--- src/rtl/pll_cfg_pkg.sv ---
// Shared types and the configuration word tables for the sequencer.
// Assumes ten words per chip, with the calibration trigger as the last one.
package pll_cfg_pkg;

    localparam int WORD_W    = 32;
    localparam int NUM_WORDS = 10;
    localparam int CAL_IDX   = NUM_WORDS - 1;   // index of calibration-start word
    localparam int CTRL_IDX  = NUM_WORDS - 2;   // index of calibration-hold word
    localparam int IDX_W     = $clog2(NUM_WORDS);

    typedef enum logic [2:0] {
        SEQ_IDLE,
        SEQ_SEND,
        SEQ_WAIT_TX,
        SEQ_SETTLE,
        SEQ_LOCK
    } seq_state_t;

    typedef enum logic [1:0] {
        TX_IDLE,
        TX_SHIFT,
        TX_GAP
    } tx_state_t;

    // Word k of chip dev; the last two words rewrite the control register.
    function automatic logic [WORD_W-1:0] cfg_word(input logic dev, input logic [IDX_W-1:0] idx);
        logic [WORD_W-1:0] w;
        if (int'(idx) < CTRL_IDX)
            w = {8'hC0 + {7'd0, dev}, 4'h0, idx, 16'h5A5A};
        else begin
            w = 32'h8000_0006 | {23'd0, dev, 8'd0};
            if (int'(idx) == CAL_IDX)
                w = w | 32'h0400_0000;
        end
        return w;
    endfunction

endpackage

--- src/rtl/pll_cfg_rom.sv ---
// Two constant tables of configuration words, one per chip, selected by
// chip number and word index. Purely combinational.
module pll_cfg_rom
    import pll_cfg_pkg::*;
(
    input  logic              dev,
    input  logic [IDX_W-1:0]  idx,
    output logic [WORD_W-1:0] word
);

    logic [WORD_W-1:0] table_q [2][NUM_WORDS];

    // Build both tables from the package word function.
    for (genvar d = 0; d < 2; d++) begin : g_dev
        for (genvar i = 0; i < NUM_WORDS; i++) begin : g_word
            assign table_q[d][i] = cfg_word(1'(d), IDX_W'(i));
        end
    end

    // Select the requested word; out-of-range index reads zero.
    always_comb begin
        word = '0;
        if (int'(idx) < NUM_WORDS)
            word = table_q[dev][idx];
    end

endmodule

--- src/rtl/lock_sync.sv ---
// Two-flop synchronizer for slow asynchronous level inputs.
// Assumes inputs stay stable far longer than two clock periods.
module lock_sync #(
    parameter int N = 2
) (
    input  logic         clk,
    input  logic         rst_n,
    input  logic [N-1:0] async_in,
    output logic [N-1:0] sync_out
);

    for (genvar g = 0; g < N; g++) begin : g_ch
        logic meta_q, sync_q;
        // Two-stage resynchronisation of one channel.
        always_ff @(posedge clk) begin
            if (!rst_n) begin
                meta_q <= 1'b0;
                sync_q <= 1'b0;
            end else begin
                meta_q <= async_in[g];
                sync_q <= meta_q;
            end
        end
        assign sync_out[g] = sync_q;
    end

endmodule

--- src/rtl/spi_word_tx.sv ---
// Write-only serial transmitter for one 32-bit word: select low, MSB first,
// data changed on falling sclk, then a select-high gap of one sclk period.
// Assumes start is only given while the transmitter is idle.
module spi_word_tx
    import pll_cfg_pkg::*;
#(
    parameter int SCLK_HALF = 4
) (
    input  logic              clk,
    input  logic              rst_n,
    input  logic              start,
    input  logic [WORD_W-1:0] word,
    output logic              sclk,
    output logic              mosi,
    output logic              cs_n,
    output logic              done
);

    localparam int GAP_CYC = 2 * SCLK_HALF;
    localparam int DIV_W   = $clog2(GAP_CYC + 1);
    localparam int BIT_W   = $clog2(WORD_W);

    tx_state_t         st_q;
    logic [WORD_W-1:0] sh_q;
    logic [DIV_W-1:0]  div_q;
    logic [BIT_W-1:0]  bit_q;

    assign mosi = sh_q[WORD_W-1];

    // Shift engine: load, toggle sclk every SCLK_HALF clocks, then gap.
    always_ff @(posedge clk) begin
        if (!rst_n) begin
            st_q  <= TX_IDLE;
            sh_q  <= '0;
            div_q <= '0;
            bit_q <= '0;
            sclk  <= 1'b0;
            cs_n  <= 1'b1;
            done  <= 1'b0;
        end else begin
            done <= 1'b0;
            unique case (st_q)
                TX_IDLE: if (start) begin
                    sh_q  <= word;
                    cs_n  <= 1'b0;
                    div_q <= '0;
                    bit_q <= '0;
                    st_q  <= TX_SHIFT;
                end
                TX_SHIFT: begin
                    if (div_q == DIV_W'(SCLK_HALF - 1)) begin
                        div_q <= '0;
                        if (!sclk) begin
                            sclk <= 1'b1;
                        end else begin
                            sclk <= 1'b0;
                            if (bit_q == BIT_W'(WORD_W - 1)) begin
                                cs_n <= 1'b1;
                                st_q <= TX_GAP;
                            end else begin
                                sh_q  <= sh_q << 1;
                                bit_q <= bit_q + 1'b1;
                            end
                        end
                    end else begin
                        div_q <= div_q + 1'b1;
                    end
                end
                TX_GAP: begin
                    if (div_q == DIV_W'(GAP_CYC - 1)) begin
                        done <= 1'b1;
                        st_q <= TX_IDLE;
                    end else begin
                        div_q <= div_q + 1'b1;
                    end
                end
                default: st_q <= TX_IDLE;
            endcase
        end
    end

    AST_MOSI_HOLD: assert property (@(posedge clk) disable iff (!rst_n)
        (sclk && $past(sclk)) |-> $stable(mosi));

    AST_SCLK_IDLE: assert property (@(posedge clk) disable iff (!rst_n)
        cs_n |-> !sclk);

endmodule

--- src/rtl/pll_cfg_seq.sv ---
// Configures two clock-synthesizer chips in turn: ten words each, a settle
// wait before the calibration word, then a lock wait with timeout. The
// second chip is only written after the first chip has locked.
// Assumes lock inputs are slow levels and that start is a single pulse.
module pll_cfg_seq
    import pll_cfg_pkg::*;
#(
    parameter int CLK_MHZ   = 125,
    parameter int SETTLE_US = 200,
    parameter int LOCK_WAIT = 1_000_000,
    parameter int SCLK_HALF = 4
) (
    input  logic clk,
    input  logic rst_n,
    input  logic start,
    input  logic lock0,
    input  logic lock1,
    output logic busy,
    output logic done,
    output logic timeout,
    output logic sclk,
    output logic mosi,
    output logic cs0_n,
    output logic cs1_n
);

    localparam int SETTLE_CYC = CLK_MHZ * SETTLE_US;
    localparam int CNT_MAX    = (SETTLE_CYC > LOCK_WAIT) ? SETTLE_CYC : LOCK_WAIT;
    localparam int CNT_W      = $clog2(CNT_MAX + 1);

    seq_state_t        st_q;
    logic              dev_q;
    logic [IDX_W-1:0]  idx_q;
    logic [CNT_W-1:0]  cnt_q;
    logic              lock0_seen_q;
    logic [1:0]        lock_s;
    logic [WORD_W-1:0] word;
    logic              tx_start, tx_done, tx_cs_n;

    lock_sync #(.N(2)) u_sync (
        .clk      (clk),
        .rst_n    (rst_n),
        .async_in ({lock1, lock0}),
        .sync_out (lock_s)
    );

    pll_cfg_rom u_rom (
        .dev  (dev_q),
        .idx  (idx_q),
        .word (word)
    );

    spi_word_tx #(.SCLK_HALF(SCLK_HALF)) u_tx (
        .clk   (clk),
        .rst_n (rst_n),
        .start (tx_start),
        .word  (word),
        .sclk  (sclk),
        .mosi  (mosi),
        .cs_n  (tx_cs_n),
        .done  (tx_done)
    );

    assign tx_start = (st_q == SEQ_SEND);
    assign busy     = (st_q != SEQ_IDLE);
    assign cs0_n    = dev_q ? 1'b1 : tx_cs_n;
    assign cs1_n    = dev_q ? tx_cs_n : 1'b1;

    // Sequencing FSM: words, settle wait, lock wait, chip hand-over.
    always_ff @(posedge clk) begin
        if (!rst_n) begin
            st_q         <= SEQ_IDLE;
            dev_q        <= 1'b0;
            idx_q        <= '0;
            cnt_q        <= '0;
            lock0_seen_q <= 1'b0;
            done         <= 1'b0;
            timeout      <= 1'b0;
        end else begin
            unique case (st_q)
                SEQ_IDLE: if (start) begin
                    dev_q        <= 1'b0;
                    idx_q        <= '0;
                    lock0_seen_q <= 1'b0;
                    done         <= 1'b0;
                    timeout      <= 1'b0;
                    st_q         <= SEQ_SEND;
                end
                SEQ_SEND: st_q <= SEQ_WAIT_TX;
                SEQ_WAIT_TX: if (tx_done) begin
                    cnt_q <= '0;
                    if (int'(idx_q) == CTRL_IDX) begin
                        idx_q <= idx_q + 1'b1;
                        st_q  <= SEQ_SETTLE;
                    end else if (int'(idx_q) == CAL_IDX) begin
                        st_q <= SEQ_LOCK;
                    end else begin
                        idx_q <= idx_q + 1'b1;
                        st_q  <= SEQ_SEND;
                    end
                end
                SEQ_SETTLE: begin
                    if (cnt_q >= CNT_W'(SETTLE_CYC - 1))
                        st_q <= SEQ_SEND;
                    else
                        cnt_q <= cnt_q + 1'b1;
                end
                SEQ_LOCK: begin
                    if (lock_s[dev_q]) begin
                        if (!dev_q) begin
                            dev_q        <= 1'b1;
                            idx_q        <= '0;
                            lock0_seen_q <= 1'b1;
                            st_q         <= SEQ_SEND;
                        end else begin
                            done <= 1'b1;
                            st_q <= SEQ_IDLE;
                        end
                    end else if (cnt_q >= CNT_W'(LOCK_WAIT - 1)) begin
                        timeout <= 1'b1;
                        st_q    <= SEQ_IDLE;
                    end else begin
                        cnt_q <= cnt_q + 1'b1;
                    end
                end
                default: st_q <= SEQ_IDLE;
            endcase
        end
    end

    AST_ONE_SELECT: assert property (@(posedge clk) disable iff (!rst_n)
        !(!cs0_n && !cs1_n));

    AST_DEV2_GATED: assert property (@(posedge clk) disable iff (!rst_n)
        !cs1_n |-> lock0_seen_q);

    AST_TIMEOUT_IDLE: assert property (@(posedge clk) disable iff (!rst_n)
        timeout |-> !busy);

    AST_DONE_IDLE: assert property (@(posedge clk) disable iff (!rst_n)
        done |-> !busy);

    AST_DONE_LOCKED: assert property (@(posedge clk) disable iff (!rst_n)
        $rose(done) |-> $past(lock_s[1]));

endmodule

--- config.mk ---
export PLATFORM = sky130hd
export DESIGN_NAME = pll_cfg_seq
export DESIGN_NICKNAME = d
export VERILOG_FILES = /design/src/rtl/pll_cfg_pkg.sv /design/src/rtl/pll_cfg_rom.sv /design/src/rtl/lock_sync.sv /design/src/rtl/spi_word_tx.sv /design/src/rtl/pll_cfg_seq.sv
export SDC_FILE = /design/constraint.sdc
export NUM_CORES = 1
export LEC_CHECK = 0
export BUFFER_PORTS_ARGS = -buffer_cell sky130_fd_sc_hd__buf_4
export CORE_UTILIZATION = 60
export DETAILED_ROUTE_END_ITERATION = 6
export PLACE_DENSITY_LB_ADDON = 0.08
export RECOVER_POWER = 50
export SETUP_SLACK_MARGIN = 0.1
export SYNTH_ARGS = -nofsm -noshare
export SYNTH_HDL_FRONTEND = slang
export SYNTH_SLANG_ARGS = --single-unit
--- constraint.sdc ---
create_clock -name clk -period 2.9 [get_ports clk]
set_input_delay 0 -clock clk [delete_from_list [all_inputs] [get_ports clk]]
set_output_delay 0 -clock clk [all_outputs]
set_load 0.01 [all_outputs]
-- Word-level counts from Yosys, hierarchy flattened
Index checks and enable logic that the tools add are counted.
- add/subtract/negate cells: 4
- multiply operators: 0
- divide/modulo/power cells: 0
- $lt $le $gt $ge: 6
- equality and inequality tests: 30
- shift-type cells: 0
- mux-type cells: 68
- bitwise operators: 2
- reduce and logical (&&, ||, !) cells: 20
- operator list (kind ; number):
    $mux W320 ; 2
    $mux W313 ; 1
    $mux W32 ; 7
    $bmux W32 S4 ; 1
    $mux W20 ; 4
    $pmux W32 S2 ; 1
    $pmux W20 S3 ; 1
    $mux W4 ; 9
    $ne A2 B2 Y1 const B ; 12
    $pmux W4 S3 ; 2
    $mux W3 ; 7
    $add A20 B1 Y20 const B ; 1
    $ge A20 B15 Y1 const B ; 1
    $ge A20 B20 Y1 const B ; 1
    $mux W5 ; 4
    $reduce_and A5 Y1 ; 4
    $mux W1 ; 17
    $pmux W3 S5 ; 1
    $reduce_and A4 Y1 ; 3
    $reduce_bool A3 Y1 ; 4
    $mux W2 ; 5
    $ne A2 B1 Y1 const B ; 5
    $pmux W5 S2 ; 1
    $add A4 B1 Y4 const B ; 2
    other kinds (25) ; 34
- flip-flop bits (word level): 80
- bits in latches: 0
- memory bits (writable): 0
- ROM bits: 0
- word-level logic and storage cells: 147
- memories: 0

-- Depth between registers and ports, before layout
- depth in word-level cells: 10
- gate-level depth with buffers: 10

-- Cells and area by module
A second synthesis with hierarchy kept.
- cell total of the unflattened synthesis: 516
- area, all modules: 4435.5 um^2
- by module, submodules not included (module ; times used ; cells an instance ; area an instance (um^2)):
    spi_word_tx ; 1 ; 238 ; 2240.9
    pll_cfg_seq ; 1 ; 235 ; 1821.7
    pll_cfg_rom ; 1 ; 33 ; 252.7
    lock_sync ; 1 ; 10 ; 120.1

-- Worst setup path before layout
OpenSTA, ideal clock, no wires.
- kind: register -> register
- start: register u_tx.bit_q[0]
- end: register u_tx.sh_q[2]
- setup time: 0.116 ns
- data arrival time: 2.025 ns
- required time: 2.784 ns
- setup slack: 0.759 ns
- stages on the path, launching flop included: 10
- buffers on the path: 1
- clock period less this slack: 2.141 ns
- cells stage by stage: dfxtp_1 ha_1 and3_1 ha_1 nor2b_1 nand2_1 a21oi_1 clkbuf_1 o211ai_1 o211a_1
- word-level cells in the longest chain between the ends: 3
- ends and longest elaborated chain (what ; RTL line ; source):
    from (decl) ; spi_word_tx.sv:26 ; logic [BIT_W-1:0] bit_q;
    from (signal assigned) ; spi_word_tx.sv:62 ; bit_q <= bit_q + 1'b1;
    $eq A5 B5 Y1 ; spi_word_tx.sv:57 ; if (bit_q == BIT_W'(WORD_W - 1)) begin
    $ne A2 B2 Y1 (no line) ; n/a ;
    $reduce_and A5 Y1 (no line) ; n/a ;
    to (signal assigned) ; spi_word_tx.sv:44 ; sh_q <= word;
    to (signal assigned) ; spi_word_tx.sv:61 ; sh_q <= sh_q << 1;
    to (decl) ; spi_word_tx.sv:24 ; logic [WORD_W-1:0] sh_q;
No other way between the ends.
A chain may end at the register's enable or synchronous reset.

-- Final worst setup path
- start: register cnt_q[15]
- end: register cnt_q[11]
- word-level cells in the longest chain between the ends: 3
- ends and longest elaborated chain (what ; RTL line ; source):
    from (decl) ; pll_cfg_seq.sv:34 ; logic [CNT_W-1:0] cnt_q;
    from (signal assigned) ; pll_cfg_seq.sv:106 ; cnt_q <= cnt_q + 1'b1;
    from (signal assigned) ; pll_cfg_seq.sv:123 ; cnt_q <= cnt_q + 1'b1;
    $ge A20 B20 Y1 or $ge A20 B15 Y1 (tied branches) ; pll_cfg_seq.sv:119, pll_cfg_seq.sv:103 ;
    $ne A2 B2 Y1 (no line) ; n/a ;
    $reduce_and A5 Y1 (no line) * ; n/a ;
Every way passes the cells marked *; elsewhere a longest branch is shown, timed or not.

==> impl_metrics.json <==
{
  "cp-end-kind": "register",
  "clock-skew-final_ps": 12.3,
  "critPathTopFamily": "simple AND/OR/NAND/NOR gates",
  "synth_warnings": 0,
  "ctsHtreeMaxLevel": 3,
  "grt_max_degree": 73,
  "clock-root-buffer": "clkbuf_8",
  "tns_ps": 0,
  "cts_buffers": 9,
  "gp_congestion": 0.867,
  "synth_seq_cells": 79,
  "synth_cell_types": 51,
  "die_y_um": 82.9,
  "slew_viol_final": 0,
  "syn_nets": 497,
  "r2r-start": "cnt_q[15]$_SDFFE_PN0P_",
  "setup-violations-final": 0,
  "grt_pass1_wl_um": 14000,
  "outcome": "complete, no violations",
  "drive_gt1_share_pct": 8.54,
  "first_pass_iters": 4,
  "cts.sinks": 79,
  "syn2layout_area_growth_pct": 8.35,
  "syn_inst": 482,
  "rows": 29,
  "drtIter0Drc": 216,
  "final_cell_mix": "nand2_1 (87), dfxtp_1 (79), nor2_1 (31)",
  "cp-start-kind": "register",
  "vias": 3350,
  "finalHoldViolCount": 0,
  "dieArea_sq_um": 6870,
  "vias_per_cell": 5.89,
  "core_sq_um": 6350,
  "worst_pin_slew_ps": 831,
  "cp.arrival_ps": 2750,
  "cts.clk_slew.worst_paths_ps": 80,
  "fin_cells": 569,
  "critPathMaxStageDelay_ps": 580,
  "fmax_mhz": 405,
  "peakVddDrop_mv": 0.445,
  "fill_cells": 558,
  "leakage_uw": 0.00162,
  "reg2reg_depth": 6,
  "ff2ff_setup_slack_ps": 430,
  "drv_cap": 0,
  "start_util_pct": 61.8,
  "cp_cell_sequence": "or4_1 -> or3_4 -> nand2_2 -> o211ai_2 -> or4_1 -> a21boi_1",
  "relSlewSlack_pct": 44.1,
  "drc_errors": 0,
  "tritoncts": "built",
  "critPathLaunch": "cnt_q[15]$_SDFFE_PN0P_",
  "crit_fanout": 18,
  "hpwlAfterDp_um": 5260,
  "worstSkewPairLatency_ps": 350,
  "path_class": "register to register",
  "num_antenna_cells": 0,
  "portBuffers": 11,
  "io_pins": 12,
  "hp-class": "input pin to register",
  "grt_usage_pct": 24.6,
  "critPathBufInv": 0,
  "netlist_area_sq_um": 3930,
  "synth_flop_cell": "dfxtp_1",
  "wire_per_inst_um": 14.2,
  "wl_um": 8060,
  "synth.avg_cell_area_sq_um": 8.14,
  "grt_pass1_vias": 3173,
  "rsz0062_at_grt": "no",
  "worst-path-stages": 6,
  "design_power_total_uw": 2870,
  "slowest_stage": "or4_1",
  "async_reset_ff_share_pct": 0,
  "seq_area_frac_synth_pct": 40.3,
  "antenna_found_initial": 0,
  "die_x_um": 82.9,
  "p_per_area_nw_per_um2": 674,
  "layout_commonest_cell": "nand2_1",
  "fin_crit_ps": 2470,
  "crit_top_cell": "or4_1",
  "postRouteAntennaNets": 0,
  "clockBufferDepth": 2,
  "reg2reg_to": "cnt_q[11]$_SDFFE_PN0P_",
  "post_cts_buffers": 0,
  "synth_enable_flop_cells": 0,
  "cp.required_ps": 3180,
  "cp-endpoint": "cnt_q[11]$_SDFFE_PN0P_",
  "fin_nets": 502,
  "grt.overflow.total": 0,
  "fin_crit_sh_pct": 85.1,
  "post-place-cells": 550
}
## Yosys cell counts, types with 3 or more instances
cell      count  area [sq um]
nand3_1      17          85.1
nand2b_1      4          25.0
nand4_1       6          37.5
o21ai_0      30           150
a22oi_1       5          37.5
o311ai_0      5          43.8
inv_1        13          48.8
and2_1       18           113
o211ai_1      6          45.0
o211a_1      14           140
a21oi_1      21           105
nor2_1       31           116
a21o_1        3          22.5
nor2b_1      11          68.8
and3_1        5          31.3
or4_1         5          37.5
ha_1         10           125
nor3_1        7          35.0
a21boi_1      3          22.5
o221a_2      11           124
nand3b_1      3          22.5
or3_1         5          31.3
a31oi_1       3          18.8
dfxtp_1      79          1580
a21boi_0     20           150
clkbuf_1     21          78.8
nand2_1      87           327
nor4_1        3          18.8
o21a_1        4          30.0
nor3b_1       5          37.5
## cell families (layout without fill, tap and decap cells)
kind of cell	Yosys count	count (layout)	share of synthesized area, %
compound gates	135	135	25.0
simple gates	217	217	27.2
fa+ha+maj	10	10	3.19
buf+inv	38	48	3.70
flops	79	79	40.3
xor+xnor	3	3	0.670
## per-layer routing
metal  share of wire, %  track usage (%)  wire, um
met5                  0                0         0
met4                1.5             12.9       123
met3                2.6             4.27       210
met2                 48             41.1      3900
met1                 48             30.5      3830
## worst min path at each step
stage          start                          endpoint  cells past startpoint
6_report       rst_n            u_tx.cs_n$_SDFFE_PN1P_                      2
5_1_grt        rst_n            u_tx.cs_n$_SDFFE_PN1P_                      2
4_1_cts        rst_n            u_tx.cs_n$_SDFFE_PN1P_                      2
3_5_place_dp   lock1  u_sync.g_ch[1].meta_q$_SDFF_PN0_                      2
3_3_place_gp   lock1  u_sync.g_ch[1].meta_q$_SDFF_PN0_                      2
2_1_floorplan  lock0  u_sync.g_ch[0].meta_q$_SDFF_PN0_                      1
## report_power, final
part	switching [uW]	leakage, uW	internal [uW]
registers	71.7	0.000641	1200
logic	471	0.000872	244
clock network	425	0.000107	453
total	968	0.00162	1900
## area by class of cell
type | count | area, sq um | share of cell area, %
clock buffers | 11 | 151 | 3.56
well taps | 77 | 96.3 | 2.27
repair buffers | 19 | 118 | 2.77
flip-flops and latches | 79 | 1580 | 37.2
multi-input cells | 365 | 2190 | 51.6
clock inverters | 5 | 63.8 | 1.50
inverters | 13 | 48.8 | 1.15
## registers in the layout, summed over array words and instances (netlist names)
signal	flops
st_q	3
u_tx.sclk	1
u_sync.g_ch.sync_q	2
dev_q	1
timeout	1
u_tx.done	1
cnt_q	20
u_tx.cs_n	1
u_tx.st_q	2
u_sync.g_ch.meta_q	2
idx_q	4
u_tx.bit_q	5
done	1
u_tx.div_q	4
u_tx.sh_q	31
## worst reg2reg max path, cell delays in order (launching register included)
cell	delay, ps
dfxtp_1	380
or4_1	530
or3_4	360
nand2_2	90
o211ai_2	320
or4_1	590
a21boi_1	140
## through the flow
stage | utilization [%] | cell area, sq um | setup WS, ps | hold WS [ps]
6_report | 67.0 | 4250 | 431 | 126
5_1_grt | 67.0 | 4250 | 252 | 157
4_1_cts | 67.6 | 4290 | 607 | 110
3_5_place_dp | 63.8 | 4050 | 634 | 214
3_3_place_gp | 63.8 | 4050 | 687 | 209
2_1_floorplan | - | 3930 | 759 | 127
## timing repair
action,4_1_cts,5_1_grt
hold buffers,3,0
gates resized for setup,0,0
hold endpoints to repair,4,0
(Power assumes the default switching activity.)
